==> config.mk <==
export PLATFORM = sky130hd
export DESIGN_NAME = rcp_carry_net
export DESIGN_NICKNAME = d
export VERILOG_FILES = /design/src/rtl/rcp_carry_net.sv
export SDC_FILE = /design/constraint.sdc
export NUM_CORES = 1
export LEC_CHECK = 0
export BUFFER_PORTS_ARGS = -buffer_cell sky130_fd_sc_hd__buf_2
export CAP_MARGIN = 10
export CORE_AREA = 2 2 39 41
export DETAILED_ROUTE_END_ITERATION = 6
export DIE_AREA = 0 0 41 43
export GPL_TIMING_DRIVEN = 1
export PLACE_DENSITY = 0.6
export SYNTH_ARGS = -nofsm -noshare
export SYNTH_HDL_FRONTEND = slang
export SYNTH_SLANG_ARGS = --single-unit
==> constraint.sdc <==
create_clock -name vclk -period 6.7
set_input_delay 1.005 -clock vclk [all_inputs]
set_output_delay 1.005 -clock vclk [all_outputs]
set_load 0.02 [all_outputs]
==> src/rtl/rcp_carry_net.sv <==
module rcp_carry_net #(
    parameter int unsigned N = 8
) (
    input  logic [N-1:0] gen,
    input  logic [N-1:0] prop,
    input  logic         cin,
    output logic [N-1:0] carry_vec,
    output logic         cout,
    output logic         prop_seen
);
    logic [N:0] total;

    always_comb begin
        // carry-in enters as the add's own carry, so digit 0 receives it
        total     = {1'b0, prop | gen} + {1'b0, gen} + {{N{1'b0}}, cin};
        carry_vec = total[N-1:0] ^ prop;
        cout      = total[N];
        prop_seen = |(carry_vec & prop);
    end
endmodule

==> impl_metrics.json <==
{
  "drtPass1Iterations": 2,
  "diodes": 0,
  "path_cells": "buf_2 > nor2b_1 > ha_1 > or2_2 > ha_1 > nor2_2 > o21ai_1 > a31oi_1 > xnor2_1 > ha_1 > nor4_1 > nand2_1 > buf_2",
  "start_kind": "input pin",
  "finalWirelength_um": 925,
  "whs_path_depth": 4,
  "max-cap-violations": 0,
  "crit_top_cell": "ha_1",
  "peakVddDrop_uv": 37.8,
  "netlist_area_um2": 403,
  "finalSetupTns_ns": 0,
  "pre_cts_slack_ns": 2.59,
  "crit_arrival_ns": 3.09,
  "area_growth_pct": 38.5,
  "critPathRequiredTime_ns": 5.69,
  "cellLeakagePower_nw": 0.318,
  "synth_area_leaders": "ha_1 31%, xnor2_1 13%, inv_1 9.3%, a21oi_1 7.5%, nand2b_1 6.2%",
  "rows": 14,
  "critPathKind": "in -> out",
  "cts_resized": 0,
  "hold_viol": 0,
  "drive_gt1_share_pct": 34.1,
  "io_pins": 27,
  "core_area_um2": 1380,
  "slowest_delay_ns": 0.27,
  "min_from": "gen[7]",
  "clkbuf_count": 0,
  "fin_util_pct": 40.3,
  "die_h_um": 43,
  "dieArea_um2": 1760,
  "viasPerCell": 4.67,
  "powerDensity_nw_per_um2": 97.0,
  "seq_area_um2": 0,
  "drt_iter0_markers": 1,
  "total_power_uw": 54.1,
  "fmax_ghz": 0.244,
  "yosysSeqAreaShare_pct": 0,
  "synth.top_cell.area_share_pct": 31.1,
  "worstMarginPinSlew_ns": 0.245,
  "final_max_slew_viol_count": 0,
  "antenna_found_initial": 0,
  "portBuffers": 27,
  "cts_hold_buf": 0,
  "synth.avg_cell_area_um2": 6.95,
  "design.seq.count": 0,
  "grt_pass1_wl_um": 1480,
  "synth_cell_type_count": 17,
  "mostFrequentLayoutCells": "27 x buf_2, 10 x inv_1, 10 x ha_1",
  "min-delay-path-class": "in -> out",
  "final_area_um2": 558,
  "dp_hpwl_um": 851,
  "finalCriticalPeriod_ns": 4.09,
  "ant_nets": 0,
  "start_util_pct": 29.1,
  "path_delay_family": "simple AND/OR/NAND/NOR gates",
  "drc_errors": 0,
  "setup_viol": 0,
  "fin_nets": 114,
  "cts_setup_buffers": 0,
  "crit_slowest_cell": "or2_2",
  "dpl_cell_area_um2": 558,
  "post-route-period-util_pct": 61.1,
  "yosysTopAreaCell": "ha_1",
  "outcome": "completed",
  "end_kind": "output port",
  "hold_path_end": "cout",
  "first_global_vias": 406,
  "layout_commonest_cell": "buf_2",
  "syn_nets": 85,
  "via_count": 472,
  "slew_headroom_pct": 83.5,
  "overflow": 0,
  "grt_max_degree": 8,
  "critPathBufInv": 2,
  "yosys_warnings": 0,
  "rsz0062_at_grt": "false",
  "synthCells": 58,
  "worst-path-max-fanout": 2,
  "track_usage_pct": 11.3,
  "place.gp.congestion": 0.647,
  "die_x_um": 41,
  "setup_ws_ns": 2.61,
  "avgRoutedWirePerCell_um": 9.16
}
-- routing by layer --
layer | track usage (%) | vias up | routed length (um)
met1 | 13.9 | 197 | 407
met3 | 0 | 0 | 93
met5 | 0 | - | 0
li1 | - | 253 | -
met2 | 21.6 | 22 | 424
met4 | 0 | 0 | 0
-- power by group --
part           leakage (nW)  switching (mW)  internal (mW)  total (mW)
clock network             0               0              0           0
registers                 0               0              0           0
logic                 0.318          0.0316         0.0226      0.0541
total                 0.318          0.0316         0.0226      0.0541
-- kinds of logic after synthesis --
family                   Yosys count  share of synthesized area [%]
adder cells (fa/ha/maj)           10                           31.1
buffers and inverters             10                           9.32
AND/OR/NAND/NOR                   18                           26.7
XOR/XNOR                           6                           13.0
AO/OA/AOI/OAI                     14                           19.9
-- per-stage QoR --
step	hold WS, ns	instances
after floorplan	2.20	58
after global placement	2.34	101
after detailed placement	2.34	101
after CTS	2.34	101
after global routing	2.38	101
final	2.34	101
-- synthesized netlist by cell type (all sizes together) (2+ instances only) --
library cell   n
a21o           2
a21oi          6
a31oi          2
ha            10
inv           10
nand2          4
nand2b         4
nor2b          4
nor4           2
o21ai          3
xnor2          6
-- final cells by class --
cell class | instances | area, um2
fill | 171 | 826
multi-input combinational | 48 | 365
tap | 16 | 20.0
inverter | 10 | 37.5
timing repair buffer | 27 | 135
-- worst min-delay path, delay by kind of cell --
family,cells,cell delay [ns]
compound gates,2,0.08
buf+inv,2,0.25
-- how the worst max path moves through the flow --
stage / from / end / slack (ns) / depth (start not counted)
2_1_floorplan: prop[0] / prop_seen / 2.92 / 11
3_3_place_gp: prop[0] / prop_seen / 2.65 / 13
3_5_place_dp: prop[0] / prop_seen / 2.59 / 13
4_1_cts: prop[0] / prop_seen / 2.59 / 13
5_1_grt: prop[0] / prop_seen / 2.36 / 13
6_report: prop[0] / prop_seen / 2.61 / 13
(Power assumes the default switching activity.)
